==> src/rtl/rbpb_pkg.sv <==
package rbpb_pkg;

    localparam int HOST_AW   = 4;
    localparam int HOST_DW   = 64;
    localparam int PB_AW     = 24;
    localparam int PB_DW     = 32;
    localparam int HALF_W    = HOST_DW / 2;

    localparam logic [HOST_AW-1:0] OFS_CMD     = 4'h0;
    localparam logic [HOST_AW-1:0] OFS_STATUS  = 4'h1;
    localparam logic [HOST_AW-1:0] OFS_STICKY  = 4'h2;
    localparam logic [HOST_AW-1:0] OFS_ABORT   = 4'h4;

    // bit positions inside the upper half of a status word
    localparam int UB_SUMMARY = 31;
    localparam int UB_TMO     = 30;
    localparam int UB_OVR     = 29;
    localparam int UB_BSZ     = 28;
    localparam int UB_EAK     = 20;
    localparam int UB_RDV     = 17;
    localparam int UB_BUSY    = 16;

    typedef enum logic [1:0] {
        SZ_BYTE = 2'b00,
        SZ_HALF = 2'b01,
        SZ_RSVD = 2'b10,
        SZ_WORD = 2'b11
    } xfer_size_e;

    typedef enum logic {
        CY_IDLE   = 1'b0,
        CY_ACTIVE = 1'b1
    } cyc_state_e;

    typedef struct packed {
        logic              is_wr;
        xfer_size_e        size;
        logic [PB_AW-1:0]  addr;
        logic [PB_DW-1:0]  wdata;
    } pb_cmd_t;

    typedef struct packed {
        logic timeout;
        logic overrun;
        logic bad_size;
        logic errack;
    } err_flags_t;

    function automatic pb_cmd_t unpack_cmd(input logic [HOST_DW-1:0] w);
        pb_cmd_t c;
        c.is_wr = w[63];
        c.size  = xfer_size_e'(w[62:61]);
        c.addr  = w[HALF_W +: PB_AW];
        c.wdata = w[PB_DW-1:0];
        return c;
    endfunction

    function automatic logic size_legal(input xfer_size_e s);
        return s != SZ_RSVD;
    endfunction

    function automatic logic [HALF_W-1:0] err_half(input err_flags_t e);
        logic [HALF_W-1:0] h;
        h             = '0;
        h[UB_TMO]     = e.timeout;
        h[UB_OVR]     = e.overrun;
        h[UB_BSZ]     = e.bad_size;
        h[UB_EAK]     = e.errack;
        h[UB_SUMMARY] = |e;
        return h;
    endfunction

    function automatic err_flags_t err_merge(input err_flags_t a, input err_flags_t b);
        return err_flags_t'(a | b);
    endfunction

endpackage

==> src/rtl/rbpb_host_decode.sv <==
module rbpb_host_decode
    import rbpb_pkg::*;
(
    input  logic                host_wr,
    input  logic [HOST_AW-1:0]  host_addr,
    input  logic [HOST_DW-1:0]  host_wdata,
    input  logic                busy,
    output pb_cmd_t             cmd,
    output logic                accept,
    output logic                reject_busy,
    output logic                reject_size,
    output logic                err_clear,
    output logic                abort
);
    logic cmd_wr;

    always_comb begin
        cmd         = unpack_cmd(host_wdata);
        cmd_wr      = host_wr && (host_addr == OFS_CMD);
        reject_busy = cmd_wr && busy;
        reject_size = cmd_wr && !busy && !size_legal(cmd.size);
        accept      = cmd_wr && !busy && size_legal(cmd.size);
        err_clear   = host_wr && (host_addr == OFS_STATUS) && host_wdata[HOST_DW-1];
        abort       = host_wr && (host_addr == OFS_ABORT)  && host_wdata[HOST_DW-1];
    end

    // a command write has exactly one outcome
    always_comb begin
        a_one_outcome_r7: assert ($countones({accept, reject_busy, reject_size}) == int'(cmd_wr));
    end

endmodule

==> src/rtl/rbpb_cycle_fsm.sv <==
module rbpb_cycle_fsm
    import rbpb_pkg::*;
#(
    parameter int TIMEOUT_CYCLES = 1200
)(
    input  logic     clk,
    input  logic     rst,
    input  logic     accept,
    input  logic     abort,
    input  pb_cmd_t  cmd_in,
    input  logic     pb_ack,
    input  logic     pb_errack,
    output logic     busy,
    output pb_cmd_t  cmd_q,
    output logic     term_ack,
    output logic     term_eak,
    output logic     term_tmo
);
    localparam int CNT_W = $clog2(TIMEOUT_CYCLES + 1);
    localparam logic [CNT_W-1:0] CNT_LAST = CNT_W'(TIMEOUT_CYCLES - 1);

    cyc_state_e       state;
    logic [CNT_W-1:0] wait_cnt;
    logic             active_live;

    assign busy        = (state == CY_ACTIVE);
    assign active_live = busy && !abort;

    always_comb begin
        term_eak = active_live && pb_errack;
        term_ack = active_live && pb_ack && !pb_errack;
        term_tmo = active_live && !pb_ack && !pb_errack && (wait_cnt == CNT_LAST);
    end

    always_ff @(posedge clk) begin
        if (rst) begin
            state    <= CY_IDLE;
            cmd_q    <= '0;
            wait_cnt <= '0;
        end else if (abort) begin
            state    <= CY_IDLE;
            wait_cnt <= '0;
        end else begin
            unique case (state)
                CY_IDLE: begin
                    if (accept) begin
                        state    <= CY_ACTIVE;
                        cmd_q    <= cmd_in;
                        wait_cnt <= '0;
                    end
                end
                CY_ACTIVE: begin
                    if (term_ack || term_eak || term_tmo) begin
                        state    <= CY_IDLE;
                        wait_cnt <= '0;
                    end else begin
                        wait_cnt <= wait_cnt + 1'b1;
                    end
                end
                default: state <= CY_IDLE;
            endcase
        end
    end

    p_timer_bound_r6: assert property (@(posedge clk) disable iff (rst)
        busy |-> (wait_cnt <= CNT_LAST));

    p_timeout_ends_r6: assert property (@(posedge clk) disable iff (rst)
        term_tmo |=> !busy);

    p_one_ending_r3: assert property (@(posedge clk) disable iff (rst)
        $onehot0({term_ack, term_eak, term_tmo}));

endmodule

==> src/rtl/rbpb_status_regs.sv <==
module rbpb_status_regs
    import rbpb_pkg::*;
(
    input  logic                clk,
    input  logic                rst,
    input  logic                accept,
    input  logic                reject_busy,
    input  logic                reject_size,
    input  logic                err_clear,
    input  logic                abort,
    input  logic                term_eak,
    input  logic                term_tmo,
    input  logic                rd_ok,
    input  logic [PB_DW-1:0]    rd_data,
    input  logic                busy,
    output logic [HOST_DW-1:0]  live_word,
    output logic [HOST_DW-1:0]  sticky_word
);
    err_flags_t        live_err;
    err_flags_t        sticky_err;
    err_flags_t        new_err;
    logic              rdv;
    logic [PB_DW-1:0]  rdata_q;

    always_comb begin
        new_err.timeout  = term_tmo;
        new_err.overrun  = reject_busy;
        new_err.bad_size = reject_size;
        new_err.errack   = term_eak;
    end

    always_ff @(posedge clk) begin
        if (rst) begin
            live_err   <= '0;
            sticky_err <= '0;
            rdv        <= 1'b0;
            rdata_q    <= '0;
        end else if (abort) begin
            live_err   <= '0;
            sticky_err <= '0;
            rdv        <= 1'b0;
        end else begin
            if (accept || err_clear) live_err <= new_err;
            else                     live_err <= err_merge(live_err, new_err);

            if (err_clear) sticky_err <= new_err;
            else           sticky_err <= err_merge(sticky_err, new_err);

            if (accept)     rdv <= 1'b0;
            else if (rd_ok) rdv <= 1'b1;

            if (rd_ok) rdata_q <= rd_data;
        end
    end

    always_comb begin
        logic [HALF_W-1:0] up;
        up           = err_half(live_err);
        up[UB_RDV]   = rdv;
        up[UB_BUSY]  = busy;
        live_word    = {up, rdata_q};
        sticky_word  = {err_half(sticky_err), {HALF_W{1'b0}}};
    end

    p_overrun_flag_r7: assert property (@(posedge clk) disable iff (rst)
        (reject_busy && !abort) |=> (live_word[HALF_W + UB_OVR] && live_word[HOST_DW-1]));

    p_bad_size_flag_r8: assert property (@(posedge clk) disable iff (rst)
        (reject_size && !abort) |=> live_word[HALF_W + UB_BSZ]);

    p_rdv_clear_r9: assert property (@(posedge clk) disable iff (rst)
        accept |=> !live_word[HALF_W + UB_RDV]);

    p_sticky_hold_r10: assert property (@(posedge clk) disable iff (rst)
        (sticky_err.timeout && !err_clear && !abort) |=> sticky_err.timeout);

    p_abort_clear_r12: assert property (@(posedge clk) disable iff (rst)
        abort |=> (sticky_word == '0 && live_word[HOST_DW-1:HALF_W] == '0));

endmodule

==> src/rtl/rb_pbus_bridge.sv <==
module rb_pbus_bridge
    import rbpb_pkg::*;
#(
    parameter int TIMEOUT_CYCLES = 1200
)(
    input  logic                clk,
    input  logic                rst,
    input  logic                host_wr,
    input  logic [HOST_AW-1:0]  host_addr,
    input  logic [HOST_DW-1:0]  host_wdata,
    output logic [HOST_DW-1:0]  host_rdata,
    output logic                pb_req,
    output logic                pb_wr,
    output logic [1:0]          pb_size,
    output logic [PB_AW-1:0]    pb_addr,
    output logic [PB_DW-1:0]    pb_wdata,
    input  logic [PB_DW-1:0]    pb_rdata,
    input  logic                pb_ack,
    input  logic                pb_errack
);
    pb_cmd_t            dec_cmd;
    pb_cmd_t            cur_cmd;
    logic               accept, reject_busy, reject_size, err_clear, abort;
    logic               busy, term_ack, term_eak, term_tmo, rd_ok;
    logic [HOST_DW-1:0] live_word, sticky_word;

    rbpb_host_decode u_decode (
        .host_wr     (host_wr),
        .host_addr   (host_addr),
        .host_wdata  (host_wdata),
        .busy        (busy),
        .cmd         (dec_cmd),
        .accept      (accept),
        .reject_busy (reject_busy),
        .reject_size (reject_size),
        .err_clear   (err_clear),
        .abort       (abort)
    );

    rbpb_cycle_fsm #(.TIMEOUT_CYCLES(TIMEOUT_CYCLES)) u_fsm (
        .clk       (clk),
        .rst       (rst),
        .accept    (accept),
        .abort     (abort),
        .cmd_in    (dec_cmd),
        .pb_ack    (pb_ack),
        .pb_errack (pb_errack),
        .busy      (busy),
        .cmd_q     (cur_cmd),
        .term_ack  (term_ack),
        .term_eak  (term_eak),
        .term_tmo  (term_tmo)
    );

    assign rd_ok = term_ack && !cur_cmd.is_wr;

    rbpb_status_regs u_status (
        .clk         (clk),
        .rst         (rst),
        .accept      (accept),
        .reject_busy (reject_busy),
        .reject_size (reject_size),
        .err_clear   (err_clear),
        .abort       (abort),
        .term_eak    (term_eak),
        .term_tmo    (term_tmo),
        .rd_ok       (rd_ok),
        .rd_data     (pb_rdata),
        .busy        (busy),
        .live_word   (live_word),
        .sticky_word (sticky_word)
    );

    always_comb begin
        pb_req   = busy;
        pb_wr    = cur_cmd.is_wr;
        pb_size  = cur_cmd.size;
        pb_addr  = cur_cmd.addr;
        pb_wdata = cur_cmd.wdata;
    end

    always_comb begin
        unique case (host_addr)
            OFS_STATUS: host_rdata = live_word;
            OFS_STICKY: host_rdata = sticky_word;
            default:    host_rdata = '0;
        endcase
    end

    p_start_r3: assert property (@(posedge clk) disable iff (rst)
        (host_wr && host_addr == OFS_CMD && !pb_req && host_wdata[62:61] != 2'b10) |=> pb_req);

    p_end_r3: assert property (@(posedge clk) disable iff (rst)
        (pb_req && (pb_ack || pb_errack)) |=> !pb_req);

    p_fields_hold_r2: assert property (@(posedge clk) disable iff (rst)
        (pb_req && $past(pb_req)) |-> ($stable(pb_addr) && $stable(pb_wdata) && $stable(pb_wr) && $stable(pb_size)));

    p_abort_drop_r12: assert property (@(posedge clk) disable iff (rst)
        (host_wr && host_addr == OFS_ABORT && host_wdata[63]) |=> !pb_req);

endmodule

==> config.mk <==
export PLATFORM = sky130hd
export DESIGN_NAME = rb_pbus_bridge
export DESIGN_NICKNAME = d
export VERILOG_FILES = /design/src/rtl/rbpb_pkg.sv /design/src/rtl/rbpb_host_decode.sv /design/src/rtl/rbpb_cycle_fsm.sv /design/src/rtl/rbpb_status_regs.sv /design/src/rtl/rb_pbus_bridge.sv
export SDC_FILE = /design/constraint.sdc
export NUM_CORES = 1
export LEC_CHECK = 0
export BUFFER_PORTS_ARGS = -buffer_cell sky130_fd_sc_hd__buf_4
export CORE_UTILIZATION = 35
export CTS_CLUSTER_DIAMETER = 100
export DETAILED_ROUTE_END_ITERATION = 8
export GPL_ROUTABILITY_DRIVEN = 0
export MAX_ROUTING_LAYER = met4
export PLACE_DENSITY = 0.75
export SYNTH_ARGS = -nofsm -noshare
export SYNTH_HDL_FRONTEND = slang
export SYNTH_SLANG_ARGS = --single-unit
==> constraint.sdc <==
create_clock -name clk -period 2.08 [get_ports clk]
set_input_delay 0.312 -clock clk [delete_from_list [all_inputs] [get_ports clk]]
set_output_delay 0.312 -clock clk [all_outputs]
set_load 0.05 [all_outputs]
# Word-level counts from Yosys, hierarchy flattened
# Cells that the tools add are included.
# op_classes
add_sub_neg	1
n_eq_ne	6
mux	9
bitwise_logic	4
reduce_logical	33
# op_table
cell	n
one-hot mux 64 bit (2 select lines)	1
two-way mux 11 bit	2
one-hot mux 11 bit (2 select lines)	1
logical AND 1 bit	17
adder 11 x 1 -> 11 bit, second input constant	1
== test 11 bit, second input constant	1
two-way mux 4 bit	2
bitwise OR 4 bit	2
OR reduction 4 bit	2
zero test 1 bit	6
== test 4 x 1 -> 1 bit, second input constant	1
== test 4 x 2 -> 1 bit, second input constant	1
== test 4 x 3 -> 1 bit, second input constant	1
zero test 4 bit	1
logical OR 1 bit	3
AND reduction 3 bit	1
OR reduction 3 bit	1
two-way mux 1 bit	2
!= test 2 x 1 -> 1 bit, second input constant	1
!= test 2 bit, second input constant	1
NOT 1 bit	2
one-hot mux 1 bit (2 select lines)	1
AND reduction 2 bit	1
OR reduction 2 bit	1
# totals
reg_bits	112
inputBits	105
word_cells	69

# Longest topological paths before layout
# logic_depth
depth_word	11
mapped_depth	6
ltp_nobuf	5

# Modules after synthesis
# From an unflattened synthesis, not the netlist that was laid out.
# unflattened
cells_unflattened	906
area_unflattened_um2	7270.7
# by_module_without_submodules
mod	n_inst	cells_each	area_each_um2
rbpb_cycle_fsm	1	347	2760.1
rbpb_status_regs	1	261	2112.0
rb_pbus_bridge	1	229	1854.3
rbpb_host_decode	1	69	544.3

# Worst setup path before layout
# Ideal clock, no wire load.
# synth_timing
path_type	input to output
startpoint	input port host_addr[0]
endpoint	output port host_rdata[63]
arrival_ps	1900
required_time_ps	1768
path_slack_ps	-132
cell_stages	3
path_buffers	0
path_cell_list	nor4b_1 a22o_1 nand3b_1
# synth_via
elab_chain_cells	2
elab_cells_between_ends	3
# synth_lines
item	line	rtl
start, declared	rb_pbus_bridge.sv:9	input logic [HOST_AW-1:0] host_addr,
== test 4 x 2 -> 1 bit / == test 4 x 1 -> 1 bit (equally long branches)	rb_pbus_bridge.sv:83	unique case (host_addr)
one-hot mux 64 bit (2 select lines) (*)	rb_pbus_bridge.sv:83	
end, declared	rb_pbus_bridge.sv:11	output logic [HOST_DW-1:0] host_rdata,
# Mark *: on every way between the ends. The rest lies on a longest branch, timed or not.

# Worst setup path in the final report
# layout_timing
startpoint	input port host_addr[1]
endpoint	output port host_rdata[25]
# The elaborated chain is that of the path after synthesis.

==> metrics.md <==
| Metric | Value |
|---|---|
| Status | finished clean |
| Cell taking the most area after synthesis | dfxtp_1 |
| Post-synth EDFFs | 0 |
| Worst setup startpoint | host_addr[1] |
| Placed Area | 6374 um2 |
| Crit path required time | 1.77 ns |
| Primary FF master, synth | dfxtp_1 |
| Per-cell routed wire length | ~13 um |
| Vias in the first global route | ~4000 |
| First-pass DRT Iterations | 5 |
| Post-synth top area share | a little under half |
| Vias per cell | around 4.7 |
| IO buf count | between 150 and 200 |
| NumNets Final | roughly 850 |
| Worst r2r src | u_fsm.busy |
| Postcts setup bufs | 0 |
| Mapped Area | 4743 um2 |
| CTS tree | built |
| Synth Warn # | 0 |
| Crit path launch type | input port |
| Worst-path clk slew | ~0.07 ns |
| WS Path Type | in2out |
| Synth async-reset ratio | 0% |
| DR DRC count | 0 |
| Cts hold-fix bufs | 0 |
| Critical-path cell list | buf_4, nor4b_2, buf_12, buf_12, and2_1, buf_4 |
| Row count | 42 |
| Area growth syn-to-layout | 41.78% |
| Most frequent cells in the layout | 204 x buf_4, 128 x nand2_1, 112 x dfxtp_1 |
| Max Cap Viol | 0 |
| Wirelength, routed | between 10000 and 15000 um |
| Maximum vdd ir drop | between 0.3 and 0.4 mV |
| Die X-Extent | between 100 and 150 um |
| Fin crit period | 1.831 ns |
| Delay of the slowest critical-path stage | 0.37 ns |
| FMAX | between 0.5 and 0.6 GHz |
| Cell family with most CP delay | buffers and inverters |
| Tot GR Track Use | approximately 18% |
| CTS buffer count | 9 |
| Routed vias | 4392 |
| Layout cells sized above 1 | approximately a third |
| DRT iter0 DRCs | 211 |
| Fillers | between 1000 and 1500 |
| Initial antenna violation count | 0 |
| Design area | 6725 um2 |
| Rel. slew slack | 65.67% |
| Core area | 13240 um2 |
| Worst-margin pin slew | about 0.51 ns |
| Buf/Inv on CP | 4 |
| Final Hold Viols | 0 |
| Slowest stage cell, crit path | nor4b_2 |
| Worst Skew | 0.007316 ns |
| DP HPWL | about 8500 um |
| HP Class | in2reg |
| Global-route wire length before repair | slightly below 20000 um |
| Seq/Total Area, Yosys | ~47% |
| Grt ovf | 0 |
| Die area | 14020 um2 |
| Origin of the worst min-delay path | pb_rdata[3] |
| # setup viols final | 0 |
| H-tree level count | 3 |
| Diode count | 0 |
| Fin crit share | roughly nine tenths |
| Syn Inst Count | 561 |
| Post-synth cell types | 46 |
| Synth Area per Inst | 8.455 um2 |
| Clock sink count | roughly 110 |
| Die height | between 100 and 150 um |
| Root buf cell | clkbuf_16 |
| Commonest non-fill, non-tap cell in the layout | buf_4 |
| Worst-Skew Late Latency | around 0.35 ns |
| RSZ-0062 raised after global routing | false |
| Top cells by area, synth | dfxtp_1 47%, nand2_1 10%, a21oi_1 7.0% |
| Slew Viols, Final | 0 |
| Worst setup EP type | output port |
| Arrival time at the worst endpoint | about 1.5 ns |
| Total of flip-flops plus latches after synthesis | roughly 110 |
| Largest net degree at the start of global routing | 60 |
| Power per cell area | between 600 and 700 nW/um2 |
| Maximum fanout along the worst path | 26 |
| Pleak | 0.003015 uW |
| Utilization after layout | between 50% and 60% |
| Total I/O pin count | 229 |
| Final TNS setup | 0 ns |
| Post-CTS Resized | 0 |
| Initial Utilization | between 30 and 40% |
| Antenna Nets Post-Route | 0 |
| Max clock buf depth | 2 |
tightest hold or removal path: cells and delay by family:
kind | cells | cell delay [ns]
buffers and inverters | 1 | 0.07
multiplexers | 1 | 0.05
AND/OR/NAND/NOR | 1 | 0.07
worst paths after layout:
kind / end / slack, ns / depth (start not counted)
setup reg to reg: u_fsm.wait_cnt[0] / 0.36 / 5
hold / removal: u_status.rdata_q[3] / 0.19 / 3
hold reg to reg: u_fsm.cmd_q[47] / 0.45 / 2
setup / recovery: host_rdata[25] / 0.25 / 6
cell usage after synthesis (5+ instances only):
cell        n
a21oi_1    66
and2_1     34
buf_2       5
buf_4      25
buf_6       6
clkbuf_1   24
dfxtp_1   112
inv_1       8
mux2i_1    32
nand2_1   128
nand3_1    13
nand4_1     7
nor2_1     37
nor3_1      7
layout make-up:
cell class                      count  area, um2  share of cell area [%]
Clock buffer                       10      239.0                   3.553
Clock inverter                      6      112.6                   1.674
Inverter                            8      30.03                  0.4465
Multi-Input combinational cell    405       2210                   32.86
Sequential cell                   112       2242                   33.34
Tap cell                          176      220.2                   3.274
Timing Repair Buffer              211       1672                   24.86
stage by stage:
stage          cells  setup slack (ns)  hold slack [ns]  total power [uW]
4_1_cts          928            0.2511           0.1814              4660
6_report         928            0.2490           0.1937              4607
2_1_floorplan    585           0.01215           0.4243              2475
5_1_grt          928            0.1898           0.1888              4774
3_5_place_dp     912            0.2174           0.4468              2642
3_3_place_gp     912            0.2486           0.4419              2640
state kept, by name, indices dropped and copies added, names as in the netlist:
register	cells
u_fsm.wait_cnt	11
u_status.rdv	1
u_fsm.cmd_q	59
u_fsm.busy	1
u_status.live_word	4
u_status.rdata_q	32
u_status.sticky_word	4
metal layers:
layer | GRT usage, % | routed length, um
met5 | - | 0
met4 | 4.747 | 128
met3 | 4.102 | 689
met2 | 27.90 | 5777
met1 | 22.49 | 5584
kinds of logic after synthesis:
group / Yosys count / share of synthesized area (%)
simple gates: 246 / 24.22
flops: 112 / 47.27
compound gates: 98 / 12.42
buf+inv: 68 / 8.441
mux: 32 / 6.753
xor+xnor: 3 / 0.5540
fa+ha+maj: 1 / 0.2637
other cells: 1 / 0.07906
where the power goes:
part / total (uW) / leakage [uW] / internal (uW) / switching, uW
Combinational: 428 / 0.00194 / 169 / 259
Sequential: 2160 / 0.000903 / 2160 / 7.75
Clock: 2020 / 0.000173 / 1220 / 798
Power figures use the tool's default switching activity.
